**config.mk**
```make
export PLATFORM = sky130hd
export DESIGN_NAME = pipe_adc_align
export DESIGN_NICKNAME = d
export VERILOG_FILES = /design/src/rtl/adc_align_pkg.sv /design/src/rtl/adc_code_sanitize.sv /design/src/rtl/adc_code_delay.sv /design/src/rtl/adc_overlap_sum.sv /design/src/rtl/pipe_adc_align.sv
export SDC_FILE = /design/constraint.sdc
export NUM_CORES = 1
export LEC_CHECK = 0
export CORE_MARGIN = 2
export CORE_UTILIZATION = 40
export DETAILED_ROUTE_END_ITERATION = 8
export GPL_TIMING_DRIVEN = 0
export HOLD_SLACK_MARGIN = 0.08
export PLACE_DENSITY_LB_ADDON = 0.15
export SYNTH_ARGS = -nofsm -noshare
export SYNTH_HDL_FRONTEND = slang
export SYNTH_SLANG_ARGS = --single-unit
```
**constraint.sdc**
```tcl
create_clock -name clk -period 2.2 [get_ports clk]
set_input_delay 0.33 -clock clk [delete_from_list [all_inputs] [get_ports clk]]
set_output_delay 0.33 -clock clk [all_outputs]
set_load 0.01 [all_outputs]
```
**src/rtl/adc_align_pkg.sv**
```systemverilog
package adc_align_pkg;
    localparam int CODE_W = 2;

    typedef logic [CODE_W-1:0] code_t;

    localparam code_t CODE_TOP = 2'b10;
    localparam code_t CODE_BAD = 2'b11;

    typedef struct packed {
        logic  vld;
        code_t code;
    } tagged_code_t;
endpackage

```
**src/rtl/adc_code_sanitize.sv**
```systemverilog
module adc_code_sanitize
    import adc_align_pkg::*;
(
    input  code_t        raw_code,
    input  logic         raw_vld,
    output tagged_code_t clean,
    output logic         bad
);
    always_comb begin
        clean.vld  = raw_vld;
        clean.code = (raw_code == CODE_BAD) ? CODE_TOP : raw_code;
        bad        = raw_vld && (raw_code == CODE_BAD);
    end
endmodule

```
**src/rtl/adc_code_delay.sv**
```systemverilog
module adc_code_delay
    import adc_align_pkg::*;
#(
    parameter int DEPTH = 1
) (
    input  logic         clk,
    input  logic         rst,
    input  tagged_code_t din,
    output tagged_code_t dout
);
    generate
        if (DEPTH == 0) begin : g_pass
            assign dout = din;
        end else begin : g_line
            tagged_code_t [DEPTH-1:0] tap_d, tap_q;

            always_comb begin
                tap_d[0] = din;
                for (int i = 1; i < DEPTH; i++) begin
                    tap_d[i] = tap_q[i-1];
                end
            end

            always_ff @(posedge clk) begin
                if (rst) begin
                    tap_q <= '0;
                end else begin
                    tap_q <= tap_d;
                end
            end

            assign dout = tap_q[DEPTH-1];
        end
    endgenerate
endmodule

```
**src/rtl/adc_overlap_sum.sv**
```systemverilog
module adc_overlap_sum
    import adc_align_pkg::*;
#(
    parameter int NUM_STAGES = 11,
    localparam int OUT_W = NUM_STAGES + 1
) (
    input  logic [NUM_STAGES-1:0][CODE_W-1:0] codes,
    output logic [OUT_W-1:0]                  sum
);
    always_comb begin
        logic [OUT_W-1:0] acc;
        acc = '0;
        for (int i = 0; i < NUM_STAGES; i++) begin
            acc = acc + (OUT_W'(codes[i]) << (NUM_STAGES - 1 - i));
        end
        sum = acc;
    end
endmodule

```
**src/rtl/pipe_adc_align.sv**
```systemverilog
module pipe_adc_align
    import adc_align_pkg::*;
#(
    parameter int NUM_STAGES = 11,
    localparam int OUT_W = NUM_STAGES + 1,
    localparam int IN_W = NUM_STAGES * CODE_W
) (
    input  logic                  clk,
    input  logic                  rst,
    input  logic [IN_W-1:0]       stage_code,
    input  logic [NUM_STAGES-1:0] stage_vld,
    output logic [OUT_W-1:0]      out_word,
    output logic                  out_vld,
    output logic                  code_err
);
    typedef struct packed {
        tagged_code_t [NUM_STAGES-1:0] cap;
        logic [OUT_W-1:0]              word;
        logic                          vld;
        logic                          err;
    } state_t;

    state_t st_d, st_q;

    tagged_code_t [NUM_STAGES-1:0]      clean;
    logic [NUM_STAGES-1:0]              bad;
    tagged_code_t [NUM_STAGES-1:0]      aligned;
    logic [NUM_STAGES-1:0][CODE_W-1:0]  al_code;
    logic [NUM_STAGES-1:0]              al_vld;
    logic [OUT_W-1:0]                   merged;

    generate
        for (genvar i = 0; i < NUM_STAGES; i++) begin : g_stage
            adc_code_sanitize u_fix (
                .raw_code (stage_code[CODE_W*i +: CODE_W]),
                .raw_vld  (stage_vld[i]),
                .clean    (clean[i]),
                .bad      (bad[i])
            );

            adc_code_delay #(
                .DEPTH (NUM_STAGES - 1 - i)
            ) u_dly (
                .clk  (clk),
                .rst  (rst),
                .din  (st_q.cap[i]),
                .dout (aligned[i])
            );

            assign al_code[i] = aligned[i].code;
            assign al_vld[i]  = aligned[i].vld;
        end
    endgenerate

    adc_overlap_sum #(
        .NUM_STAGES (NUM_STAGES)
    ) u_sum (
        .codes (al_code),
        .sum   (merged)
    );

    always_comb begin
        st_d      = st_q;
        st_d.cap  = clean;
        st_d.word = merged;
        st_d.vld  = &al_vld;
        st_d.err  = st_q.err | (|bad);
    end

    always_ff @(posedge clk) begin
        if (rst) begin
            st_q <= '0;
        end else begin
            st_q <= st_d;
        end
    end

    assign out_word = st_q.word;
    assign out_vld  = st_q.vld;
    assign code_err = st_q.err;
endmodule

```
---- After elaboration in Yosys (flattened, before gate mapping) ----
Cells that the tools add are included.
storage, ports and cells
  register bits after elaboration ......... 212
  word-level logic and storage cells ...... 203
  input port bits ......................... 35
cells by class
  add/subtract/negate cells ............... 10
  equal/unequal tests ..................... 11
  reductions and logical operators ........ 24
  multiplexer cells ....................... 11
  bitwise logic cells ..................... 1
operator list
  kind                  number
  $eq A2 B2 Y1 const B  11
  $mux W2               11
  $reduce_or A2 Y1      11
  $add A12 B10 Y12      1
  $add A12 B11 Y12      1
  $add A12 B2 Y12       1
  $add A12 B3 Y12       1
  $add A12 B4 Y12       1
  $add A12 B5 Y12       1
  $add A12 B6 Y12       1
  $add A12 B7 Y12       1
  $add A12 B8 Y12       1
  $add A12 B9 Y12       1
  $logic_and A1 B1 Y1   11
  $reduce_and A11 Y1    1
  $reduce_or A11 Y1     1
  $or A1 B1 Y1          1

---- Depth between registers and ports, before layout ----
  depth after elaboration ................. 10
  gate-level depth with buffers ........... 8
  depth with buffers taken out ............ 8

---- Cells and area by module ----
A second synthesis with hierarchy kept.
unflattened totals
  cells, all modules ...................... 562
  area, all modules ....................... 6885.4 um^2
by module, submodules not included
  module                               area an instance (um^2)  cells each  instances  sequential area each (um^2)
  pipe_adc_align                       1433.9                   117         1          940.9
  adc_code_delay at g_stage[0].u_dly   882.1                    63          1          600.6
  adc_code_delay at g_stage[1].u_dly   749.5                    56          1          540.5
  adc_code_delay at g_stage[2].u_dly   693.2                    50          1          480.5
  adc_code_delay at g_stage[3].u_dly   624.3                    44          1          420.4
  adc_code_delay at g_stage[4].u_dly   489.2                    37          1          360.3
  adc_overlap_sum                      456.7                    56          1          0.0
  adc_code_delay at g_stage[5].u_dly   432.9                    31          1          300.3
  adc_code_delay at g_stage[6].u_dly   366.6                    25          1          240.2
  adc_code_sanitize                    23.8                     4           11         0.0
  adc_code_delay at g_stage[7].u_dly   236.5                    18          1          180.2
  adc_code_delay at g_stage[8].u_dly   157.7                    12          1          120.1
  adc_code_delay at g_stage[9].u_dly   78.8                     6           1          60.1
  adc_code_delay at g_stage[10].u_dly  22.5                     3           1          0.0

---- Least setup slack after synthesis ----
OpenSTA, ideal clock, no wires.
  path type ............................... register to register
  start point ............................. register g_stage[9].u_dly.g_line.tap_q, in the netlist g_stage[9].u_dly.dout[0]
  end point ............................... register st_q, in the netlist out_word[9]
  library setup time ...................... 121 ps
  cell stages (with the launch flop) ...... 9
  path slack .............................. 438 ps
  data arrival time ....................... 1641 ps
  path buffers ............................ 0
  path through ............................ dfxtp_1 > ha_1 > inv_1 > fa_1 > nor2b_4 > nor3_1 > o21ai_2 > a31oi_1 > mux2_2
on the way
  cells in the longest elaborated chain, start to end .. 2
ends and longest elaborated chain
  element                 RTL line               RTL
  start, declared         adc_code_delay.sv:15   tagged_code_t [DEPTH-1:0] tap_d, tap_q;
  start signal, assigned  adc_code_delay.sv:28   tap_q <= tap_d;
  $add A12 B3 Y12         adc_overlap_sum.sv:14  acc = acc + (OUT_W'(codes[i]) << (NUM_STAGES - 1 - i));
  $add A12 B2 Y12         adc_overlap_sum.sv:14
  end signal, assigned    pipe_adc_align.sv:74   st_q <= st_d;
  end, declared           pipe_adc_align.sv:23   state_t st_d, st_q;
No other way between the ends.
A chain may end at the register's enable or synchronous reset.

---- Worst setup path after layout ----
  start point ............................. register g_stage[9].u_dly.g_line.tap_q, in the netlist g_stage[9].u_dly.dout[0]
  end point ............................... register st_q, in the netlist out_word[11]
The elaborated chain is that of the path after synthesis.

==> flow_metrics.env <==
export IMPL_place_detailed_hpwl_um=6820
export IMPL_place_congestion=0.789
export IMPL_fmaxAchievable_mhz=511
export IMPL_crit_type="reg -> reg"
export IMPL_floorplan_die_height_um=128
export IMPL_synth_seq_cells=212
export IMPL_final_period_utilization=0.889
export IMPL_mostFrequentLayoutCells="sky130_fd_sc_hd__dfxtp_1 (212), sky130_fd_sc_hd__nor2b_1 (191), sky130_fd_sc_hd__clkdlybuf4s50_1 (48), sky130_fd_sc_hd__clkbuf_16 (23), sky130_fd_sc_hd__clkbuf_1 (21)"
export IMPL_total_net_switching_power_mw=1.57
export IMPL_htreeDepth=1
export IMPL_clock_path_buffers=3
export IMPL_die_width_um=128
export IMPL_place_detailed_instances=756
export IMPL_groute_usage_overall=0.123
export IMPL_worstHoldPathType="reg -> reg"
export IMPL_hold_ws_ns=0.426
export IMPL_drive_above_1_share=0.0757
export IMPL_ant_nets=0
export IMPL_tritoncts="built"
export IMPL_nets=638
export IMPL_final_setup_viol_count=0
export IMPL_boundaryPins=49
export IMPL_cts_post_setup_buffers_inserted=0
export IMPL_cts_resized=0
export IMPL_fillerInstances=1321
export IMPL_seq_power_share=0.500
export IMPL_grt_pass1_vias=3229
export IMPL_slew_hr=0.595
export IMPL_fin_tns_setup_ns=0
export IMPL_portion_of_total_power_attributed_to_combinational_logic=0.031
export IMPL_whs_path_depth=1
export IMPL_cts_clk_slew_worst_paths_ns=0.06
export IMPL_drtPass1Iterations=4
export IMPL_drc=0
export IMPL_grt_pass1_wl_um=15900
export IMPL_cts_root_buffer="sky130_fd_sc_hd__clkbuf_16"
export IMPL_crit_path_end_kind="register"
export IMPL_cap_viol_max_count=0
export IMPL_grt_overflow_total=0
export IMPL_power_per_cell_area_nw_per_um2=1030
export IMPL_mostFrequentLayoutCell="sky130_fd_sc_hd__dfxtp_1"
export IMPL_antenna_cells=0
export IMPL_synth_cells=520
export IMPL_worstPathRequired_ns=2.58
export IMPL_worst_ir_drop_vdd_mv=0.518
export IMPL_port_buffers=48
export IMPL_drt_total_wl_um=9840
export IMPL_number_of_hold_violations_in_the_final_report=0
export IMPL_finClkSkew_ns=0.0106
export IMPL_internal_power_mw=6.30
export IMPL_tmin_final_ns=1.96
export IMPL_grt_start_max_net_pins=15
export IMPL_rows=45
export IMPL_power_clock_fraction=0.469
export IMPL_tightest_slew_ns=0.607
export IMPL_yosysSeqAreaShare=0.685
export IMPL_critical_path_max_fanout=3
export IMPL_worst_setup_path_start_kind="register"
export IMPL_clk_latency_ns=0.49
export IMPL_detail_route_wl_per_cell_um=12.4
export IMPL_syn_area_sq_um=6200
export IMPL_result_of_the_run="finished clean"
export IMPL_register_area_sq_um=4240
export IMPL_floorplan_core_area_sq_um=15100
export IMPL_numCtsBuffers=22
export IMPL_antenna_found_initial=0
export IMPL_rsz0062_at_grt="false"
export IMPL_synth_warnings=0
export IMPL_final_cell_count_no_fill=796
export IMPL_multi_input_comb_area_sq_um=1850
export IMPL_timing_reg2reg_worst_path_depth=8
export IMPL_final_max_slew_viols=0
export IMPL_p_leak_nw=3.01
export IMPL_synth_cell_type_count=35
export IMPL_detailedRoute_firstIterationViolations=91
export IMPL_crit_arrival_ns=2.34
export IMPL_dr_total_vias=3383
export IMPL_clock_sink_count=212
export IMPL_syn_num_nets=566
export IMPL_via_per_inst=4.25
export IMPL_switching_fraction=0.199
export IMPL_initial_core_util=0.409
export IMPL_post_synth_cell_area_avg_sq_um=11.9
export IMPL_total_power_mw=7.87
export IMPL_hold_buf_count_cts=0
export IMPL_areaGrowthSynthToFinish_pct=23.8
export IMPL_dieArea_sq_um=16500
## power by group through the flow
stage / registers (mW) / clock network [mW] / logic (mW)
4_1_cts: 3.93 / 3.80 / 0.249
2_1_floorplan: 4.01 / 0 / 0.119
3_5_place_dp: 4.02 / 0 / 0.248
3_3_place_gp: 4.02 / 0 / 0.245
5_1_grt: 3.94 / 3.96 / 0.270
6_report: 3.93 / 3.69 / 0.243
## logic make-up after synthesis
| logic type | synth area share |
|---|---|
| multiplexers | 0.00363 |
| buffers and inverters | 0.0166 |
| AO/OA/AOI/OAI | 0.0275 |
| adder cells (fa/ha/maj) | 0.0234 |
| XOR/XNOR | 0.00566 |
| flip-flops | 0.685 |
| AND/OR/NAND/NOR | 0.238 |
## area by class of cell
class,instances,area share
inverters,4,0.00196
flip-flops and latches,212,0.553
clock buffers,31,0.0881
plain buffers,23,0.0114
well taps,188,0.0307
repair buffers,48,0.0626
clock inverters,9,0.0109
multi-input cells,281,0.241
## metrics by stage
step	setup slack, ns	util	cell area (sq um)
2_1_floorplan	0.438	-	6200
3_3_place_gp	0.0564	0.456	6910
3_5_place_dp	0.0234	0.456	6910
4_1_cts	0.242	0.506	7670
5_1_grt	0.160	0.506	7670
6_report	0.244	0.506	7670
## layer usage
metal | vias to the layer above | share of wire | track usage
met5 | - | 0 | 0
met4 | 0 | 0.027 | 0.0524
met3 | 19 | 0.054 | 0.0349
met2 | 69 | 0.43 | 0.192
met1 | 1505 | 0.49 | 0.159
li1 | 1790 | - | -
## critical path, stage by stage (launching register included)
cell and delay [ns]:
sky130_fd_sc_hd__dfxtp_1 0.32, sky130_fd_sc_hd__ha_1 0.21, sky130_fd_sc_hd__inv_1 0.07, sky130_fd_sc_hd__fa_1 0.42, sky130_fd_sc_hd__nor2b_4 0.15, sky130_fd_sc_hd__nor3_1 0.07, sky130_fd_sc_hd__o21ai_2 0.21, sky130_fd_sc_hd__a31oi_1 0.13
sky130_fd_sc_hd__mux2_2 0.28
## cell usage after synthesis
cell type | number | area [sq um]
sky130_fd_sc_hd__buf_2 | 1 | 5.00
sky130_fd_sc_hd__and3_1 | 3 | 18.8
sky130_fd_sc_hd__nand2_1 | 2 | 7.51
sky130_fd_sc_hd__nand4_1 | 2 | 12.5
sky130_fd_sc_hd__nand2b_1 | 2 | 12.5
sky130_fd_sc_hd__a21o_1 | 2 | 15.0
sky130_fd_sc_hd__dfxtp_1 | 212 | 4240
sky130_fd_sc_hd__a31oi_1 | 5 | 31.3
sky130_fd_sc_hd__o21ai_2 | 1 | 8.76
sky130_fd_sc_hd__nor3b_1 | 11 | 82.6
sky130_fd_sc_hd__clkbuf_1 | 20 | 75.1
sky130_fd_sc_hd__a211oi_1 | 2 | 15.0
sky130_fd_sc_hd__buf_1 | 2 | 7.51
sky130_fd_sc_hd__a41oi_1 | 1 | 8.76
sky130_fd_sc_hd__xor2_1 | 2 | 17.5
sky130_fd_sc_hd__mux2_2 | 2 | 22.5
sky130_fd_sc_hd__xnor2_1 | 2 | 17.5
sky130_fd_sc_hd__o211ai_1 | 1 | 7.51
sky130_fd_sc_hd__o21bai_1 | 1 | 7.51
sky130_fd_sc_hd__and2_4 | 1 | 8.76
sky130_fd_sc_hd__o21ai_0 | 3 | 15.0
sky130_fd_sc_hd__nand3_1 | 11 | 55.1
sky130_fd_sc_hd__nor2b_4 | 1 | 13.8
sky130_fd_sc_hd__o22ai_1 | 1 | 6.26
sky130_fd_sc_hd__fa_1 | 1 | 20.0
sky130_fd_sc_hd__ha_1 | 10 | 125
sky130_fd_sc_hd__o21a_1 | 2 | 15.0
sky130_fd_sc_hd__and2b_1 | 1 | 7.51
sky130_fd_sc_hd__a21oi_1 | 5 | 25.0
sky130_fd_sc_hd__a221oi_2 | 1 | 15.0
sky130_fd_sc_hd__nand4b_1 | 1 | 8.76
sky130_fd_sc_hd__nor3_1 | 4 | 20.0
sky130_fd_sc_hd__nor2b_1 | 191 | 1190
sky130_fd_sc_hd__nor2_1 | 9 | 33.8
sky130_fd_sc_hd__inv_1 | 4 | 15.0
## sequential cells by signal (all words and copies together) (netlist names)
name,count
code_err,1
g_stage.u_dly.dout,30
g_stage.u_dly.g_line.tap_d,135
out_vld,1
out_word,12
st_q,33
## path summary, 6_finish.rpt
path         slack [ns]                               from                                end
max                0.24           g_stage[9].u_dly.dout[0]                       out_word[11]
min                0.43  g_stage[5].u_dly.g_line.tap_d[11]  g_stage[5].u_dly.g_line.tap_d[14]
max reg2reg        0.24           g_stage[9].u_dly.dout[0]                       out_word[11]
min reg2reg        0.43  g_stage[5].u_dly.g_line.tap_d[11]  g_stage[5].u_dly.g_line.tap_d[14]
(Power assumes the default switching activity.)
